File: src/rtl/sio_chain_ctrl.sv
module sio_chain_ctrl #(
  parameter int NPORT = 32,
  parameter int MAXB  = 4,
  parameter int DIVW  = 12,
  parameter int GAPW  = 8,
  parameter int AW    = 7
) (
  input  logic          clk,
  input  logic          rst_n,
  input  logic          bus_wr,
  input  logic [AW-1:0] bus_addr,
  input  logic [31:0]   bus_wdata,
  output logic [31:0]   bus_rdata,
  output logic          sio_clk,
  output logic          sio_dout,
  input  logic          sio_din,
  output logic          sio_load
);
  localparam int PW = $clog2(NPORT);
  localparam int BW = $clog2(MAXB);
  localparam int FW = 3 * MAXB;
  localparam logic [AW-1:0] A_CFG = 0;
  localparam logic [AW-1:0] A_CLK = 1;
  localparam logic [AW-1:0] A_ENA = 2;
  localparam logic [AW-1:0] IN_LO = 8;
  localparam logic [AW-1:0] IN_HI = 8 + MAXB;
  localparam logic [AW-1:0] PC_LO = 64;
  localparam logic [AW-1:0] PC_HI = 64 + NPORT;

  typedef enum logic [1:0] {S_IDLE, S_SHIFT, S_LOAD, S_GAP} st_t;
  st_t st;

  logic [BW-1:0]    cfg_w, snap_w, b_q;
  logic             cfg_ar, cfg_ss, ss_taken;
  logic [GAPW-1:0]  cfg_gap, gap_q;
  logic [DIVW-1:0]  div_q, cnt, div_eff;
  logic [NPORT-1:0] en_q, snap_en;
  logic [PW-1:0]    p_q;
  logic [FW-1:0]    pcfg [NPORT];
  logic [MAXB-1:0]  cur_val [NPORT];
  logic [MAXB-1:0]  snap [NPORT];
  logic [NPORT-1:0] shd [MAXB];
  logic [NPORT-1:0] inw [MAXB];
  logic [PW:0]      nx_first, nx_after;
  logic             tick, cfg_wr_hit, in_idle;

  function automatic logic [PW:0] seek(input logic [NPORT-1:0] m, input int from);
    seek = '0;
    for (int i = NPORT - 1; i >= 0; i--)
      if (i >= from && m[i]) seek = {1'b1, PW'(i)};
  endfunction

  for (genvar p = 0; p < NPORT; p++) begin : g_port
    for (genvar b = 0; b < MAXB; b++) begin : g_bit
      assign cur_val[p][b] = pcfg[p][3*b];
    end
  end

  assign div_eff    = (div_q < DIVW'(2)) ? DIVW'(2) : div_q;
  assign tick       = cnt >= div_eff - DIVW'(1);
  assign nx_first   = seek(en_q, 0);
  assign nx_after   = seek(snap_en, int'(p_q) + 1);
  assign sio_clk    = (st == S_SHIFT) && (cnt >= (div_eff >> 1));
  assign sio_load   = (st == S_LOAD);
  assign sio_dout   = (st == S_SHIFT) ? snap[p_q][b_q] : 1'b0;
  assign cfg_wr_hit = bus_wr && (bus_addr == A_CFG);
  assign in_idle    = (st == S_IDLE);

  always_comb begin
    bus_rdata = '0;
    if (bus_addr == A_CFG) begin
      bus_rdata[BW-1:0]      = cfg_w;
      bus_rdata[2]           = cfg_ar;
      bus_rdata[3]           = cfg_ss;
      bus_rdata[16 +: GAPW]  = cfg_gap;
    end else if (bus_addr == A_CLK) begin
      bus_rdata[8 +: DIVW]   = div_q;
    end else if (bus_addr == A_ENA) begin
      bus_rdata[NPORT-1:0]   = en_q;
    end else if (bus_addr >= IN_LO && bus_addr < IN_HI) begin
      bus_rdata[NPORT-1:0]   = inw[BW'(bus_addr - IN_LO)];
    end else if (bus_addr >= PC_LO && bus_addr < PC_HI) begin
      bus_rdata[12 +: FW]    = pcfg[PW'(bus_addr - PC_LO)];
    end
  end

  always_ff @(posedge clk) begin
    if (!rst_n) begin
      st <= S_IDLE;
      cfg_w <= '0; cfg_ar <= 1'b0; cfg_ss <= 1'b0; cfg_gap <= '0;
      div_q <= '0; en_q <= '0; cnt <= '0;
      snap_w <= '0; snap_en <= '0; p_q <= '0; b_q <= '0;
      gap_q <= '0; ss_taken <= 1'b0;
      for (int i = 0; i < NPORT; i++) begin
        pcfg[i] <= '0;
        snap[i] <= '0;
      end
      for (int i = 0; i < MAXB; i++) begin
        shd[i] <= '0;
        inw[i] <= '0;
      end
    end else begin
      cnt <= tick ? '0 : cnt + DIVW'(1);
      if (tick) begin
        case (st)
          S_IDLE: if (cfg_ar || cfg_ss) begin
            snap_en  <= en_q;
            snap_w   <= cfg_w;
            ss_taken <= cfg_ss;
            for (int i = 0; i < NPORT; i++) snap[i] <= cur_val[i];
            for (int i = 0; i < MAXB; i++) shd[i] <= '0;
            p_q <= nx_first[PW-1:0];
            b_q <= '0;
            st  <= nx_first[PW] ? S_SHIFT : S_LOAD;
          end
          S_SHIFT: begin
            shd[b_q][p_q] <= sio_din;
            if (b_q != snap_w) begin
              b_q <= b_q + BW'(1);
            end else if (nx_after[PW]) begin
              p_q <= nx_after[PW-1:0];
              b_q <= '0;
            end else begin
              st <= S_LOAD;
            end
          end
          S_LOAD: begin
            for (int i = 0; i < MAXB; i++) inw[i] <= shd[i];
            if (ss_taken && !cfg_ar) cfg_ss <= 1'b0;
            ss_taken <= 1'b0;
            if (cfg_gap != '0) begin
              gap_q <= cfg_gap - GAPW'(1);
              st    <= S_GAP;
            end else begin
              st <= S_IDLE;
            end
          end
          default: begin
            if (gap_q == '0) st <= S_IDLE;
            else gap_q <= gap_q - GAPW'(1);
          end
        endcase
      end
      if (bus_wr) begin
        if (bus_addr == A_CFG) begin
          cfg_w   <= bus_wdata[BW-1:0];
          cfg_ar  <= bus_wdata[2];
          cfg_ss  <= bus_wdata[3];
          cfg_gap <= bus_wdata[16 +: GAPW];
        end else if (bus_addr == A_CLK) begin
          div_q <= bus_wdata[8 +: DIVW];
        end else if (bus_addr == A_ENA) begin
          en_q <= bus_wdata[NPORT-1:0];
        end else if (bus_addr >= PC_LO && bus_addr < PC_HI) begin
          pcfg[PW'(bus_addr - PC_LO)] <= bus_wdata[12 +: FW];
        end
      end
    end
  end
endmodule

File: config.mk
export PLATFORM = sky130hd
export DESIGN_NAME = sio_chain_ctrl
export DESIGN_NICKNAME = d
export VERILOG_FILES = /design/src/rtl/sio_chain_ctrl.sv
export SDC_FILE = /design/constraint.sdc
export NUM_CORES = 2
export LEC_CHECK = 0
export ABC_AREA = 1
export ABC_CLOCK_PERIOD_IN_PS = 9500
export BUFFER_PORTS_ARGS = -buffer_cell sky130_fd_sc_hd__buf_2
export CAP_MARGIN = 15
export CORE_MARGIN = 5
export CORE_UTILIZATION = 45
export CTS_CLUSTER_DIAMETER = 100
export DETAILED_ROUTE_END_ITERATION = 10
export GPL_TIMING_DRIVEN = 0
export PLACE_DENSITY = 0.62
export SLEW_MARGIN = 20
export SYNTH_ARGS = -nofsm -noshare
export SYNTH_HDL_FRONTEND = slang
export SYNTH_SLANG_ARGS = --single-unit
File: constraint.sdc
create_clock -name clk -period 9.5 [get_ports clk]
set_input_delay 0.95 -clock clk [delete_from_list [all_inputs] [get_ports clk]]
set_output_delay 0.95 -clock clk [all_outputs]
set_load 0.01 [all_outputs]
==> summary.md <==
| Metric | Value |
|---|---|
| Status | `finished clean` |
| Worst stage delay on the critical path | `0.80 ns` |
| Final hold vios | `0` |
| Gr usage total | `27.9%` |
| Post-Route Skew | `0.0223 ns` |
| CP Max Fanout | `10` |
| Via count | `32114` |
| Ys Warns | `0` |
| Nets@finish | `about 4400` |
| R2R depth | `26` |
| Clock slew seen by the registers of the worst setup and hold paths | `about 0.060 ns` |
| Min Hold Slack | `0.469 ns` |
| Final std cells w/o fill | `roughly 5600` |
| Net Switching | `between 2 and 2.5 mW` |
| Count of state elements after synthesis | `893` |
| Gr ovfl total | `0` |
| Top Ports | `78` |
| CP Data Arrival Time | `5.85 ns` |
| Vias in the first global route | `30576` |
| # diodes | `0` |
| Netlist Area Pre-Place | `roughly 0.04 mm²` |
| Setup violations, final | `0` |
| First drt pass iteration count | `9` |
| Post-CTS Setup Bufs | `0` |
| Multi-input gate area | `0.0123 mm²` |
| Hold Buf Count CTS | `0` |
| Worst Tran Pin Value | `1.23 ns` |
| Die width | `311 µm` |
| Post_cts resized | `0` |
| Flop pwr share | `about half` |
| Rows | `110` |
| Number of flops mapped to enable cells by yosys | `768` |
| CP bufs+invs | `5` |
| Internal power | `~6.5 mW` |
| Clock share of power | `roughly two fifths` |
| Cells after Synth | `4178` |
| Total power | `a little under 9 mW` |
| Netlist cell types | `56` |
| WP depth | `14` |
| Delay-heaviest family, CP | `compound AO/OA/AOI/OAI gates` |
| Hold Crit Class | `reg -> reg` |
| CP endpoint kind | `primary output` |
| Hold path cells | `2` |
| First-pass GRT wire length | `around 200000 µm` |
| CTS max path bufs | `3` |
| Most used cell, CP | `o21ai_0` |
| Sequential area share after synthesis | `62.9%` |
| CTS H-tree depth | `3` |
| Clock latency on the worst-skew pair | `0.67 ns` |
| Post-DP HPWL | `102000 µm` |
| Vias/cell | `5.73` |
| Period utilisation layout | `71.6%` |
| Initial cell density of the core | `45.3%` |
| Period minus WS final | `about 7 ns` |
| Rel. slew slack | `17.6%` |
| Clk sink count | `893` |
| Setup tns final | `0 ns` |
| CTS Buf Count | `94` |
| Crit-path slowest cell | `o21ai_0` |
| Async S/R FF share, synth | `0%` |
| I/O Buffers | `76` |
| Gate power share | `8.4%` |
| Req. time, crit path | `8.55 ns` |
| Pleak | `18.0 nW` |
| Chip height | `around 310 µm` |
| Residual DRC | `0` |
| Setup crit start kind | `input pin` |
| WL/cell | `24.8 µm` |
| R2R Setup Slk | `4.15 ns` |
| Worst path cell trace | `buf_2 -> inv_1 -> nand2_1 -> inv_1 -> clkbuf_1 -> a22oi_1 -> nand2_1 -> a221oi_1 -> nand4_1 -> o21ai_0 -> o311ai_0 -> o21ai_0 -> o21ai_0 -> buf_2` |
| Net count after synthesis | `between 4000 and 5000` |
| Max Freq | `~150 MHz` |
| Die area | `0.0965 mm²` |
| Drt first-iter violations | `4213` |
| Largest net degree at the start of global routing | `59` |
| CTS tree | `built` |
| Post-DRT Antenna Nets | `0` |
| Layout area overhead | `12.0%` |
| Ys flop type | `edfxtp_1` |
| Dpl cells | `5435` |
| Power per cell area | `192 mW/mm²` |
| Avg Cell Area, Syn | `between 9 and 10 µm²` |
| Clk root buf | `clkbuf_16` |
| Fin. max-slew vios | `0` |
| Worst vdd rail ir drop | `144 µV` |
| Switching part of the total | `about a quarter` |
| Fillers | `8289` |
| Critical path type | `in -> out` |
| WL final | `139000 µm` |
| Max cap viols | `0` |
| Reg area | `between 0.02 and 0.03 mm²` |
| Unrepaired setup endpoints after global routing | `no` |
| Core area | `0.0899 mm²` |
| Fraction of layout cells with a size suffix above 1 | `6.68%` |
| Initial antenna violation count | `5` |
| GPL Wtd Cong | `between 0.9 and 1` |
metrics by stage:
step                      worst slack (ns)  instance area (µm²)  util (%)
after floorplan                       2.53                40700         -
after global placement               0.118                42500      47.3
after detailed placement              2.86                42700      47.5
after CTS                             2.86                45500      50.7
after global routing                  2.71                45500      50.7
final                                 2.70                45500      50.7
power groups by stage:
stage	clock network (mW)	logic, mW	registers, mW
6_report	3.52	0.735	4.48
2_1_floorplan	0	0.428	4.54
3_3_place_gp	0	0.705	4.57
4_1_cts	3.54	0.722	4.48
3_5_place_dp	0	0.718	4.56
5_1_grt	3.69	0.786	4.50
tightest hold or removal path, stage by stage, from the launching register on:
cell,delay [ns]
dfxtp_1,0.33
nand2_1,0.05
o21ai_0,0.06
kinds of logic after synthesis:
kind of cell	count (synthesis)	share of synthesized area [%]
AOI/OAI and AO/OA	764	11.8
xor gates and xnor gates	21	0.452
adders and majority gates	39	1.20
buffers and inverters	731	6.89
DFF	893	62.9
and+or+nand+nor	1730	16.8
Yosys cell counts (10+ instances only):
master	instances	area (µm²)
buf_2	32	160
inv_2	12	45.0
nand4_1	22	138
nand3_1	45	225
nor2_1	920	3450
a21boi_0	10	75.1
a22oi_1	200	1500
xor2_1	13	114
clkbuf_1	215	807
ha_1	39	488
o22ai_1	105	657
o221ai_1	12	105
nand2_1	677	2540
o21ai_0	234	1170
dfxtp_1	125	2500
buf_1	12	45.0
inv_1	449	1690
edfxtp_1	768	23100
a22o_1	10	87.6
a211oi_1	13	97.6
a21oi_1	114	571
nor3_1	32	160
routing by layer:
layer  vias to the layer above  share of wire, %  GRT usage (%)
li1                      14499                 -              -
met1                     15563                40           38.0
met2                      1731                45           44.3
met3                       321                10           4.92
met4                         0               4.9           11.9
met5                         -                 0              0
path summary, 6_finish.rpt:
path / from / endpoint
worst max-delay path: bus_addr[0] / bus_rdata[23]
worst min-delay path: snap_en[10] / snap_en[10]
worst max register to register: div_q[7] / snap[24][0]
worst min register to register: snap_en[10] / snap_en[10]
layout by cell type (no fill, tap or decap), drive strengths merged, types with 23 or more instances in the layout:
master  count
a21oi     117
a22oi     200
buf       127
clkbuf    334
clkinv     53
dfxtp     125
edfxtp    768
ha         39
inv       466
nand2     682
nand3      47
nand4      23
nor2      932
nor3       36
o21ai     242
o22ai     105
area by class of cell:
type / count / share of cell area [%]
timing repair buffer: 81 / 1.08
clock buffer: 119 / 5.47
inverter: 470 / 3.89
tap: 1176 / 3.23
buffer: 261 / 2.27
multi-input combinational: 2554 / 27.1
sequential: 893 / 56.1
clock inverter: 52 / 0.833
registers in the layout, summed over array words and instances, names as in the netlist, 5 cells and up, named ones only:
name,cells
cfg_gap,8
cnt,12
div_q,12
en_q,32
gap_q,8
inw,128
p_q,5
pcfg,384
shd,128
snap,128
snap_en,32
Note: power is estimated with default switching activity, not from simulation.
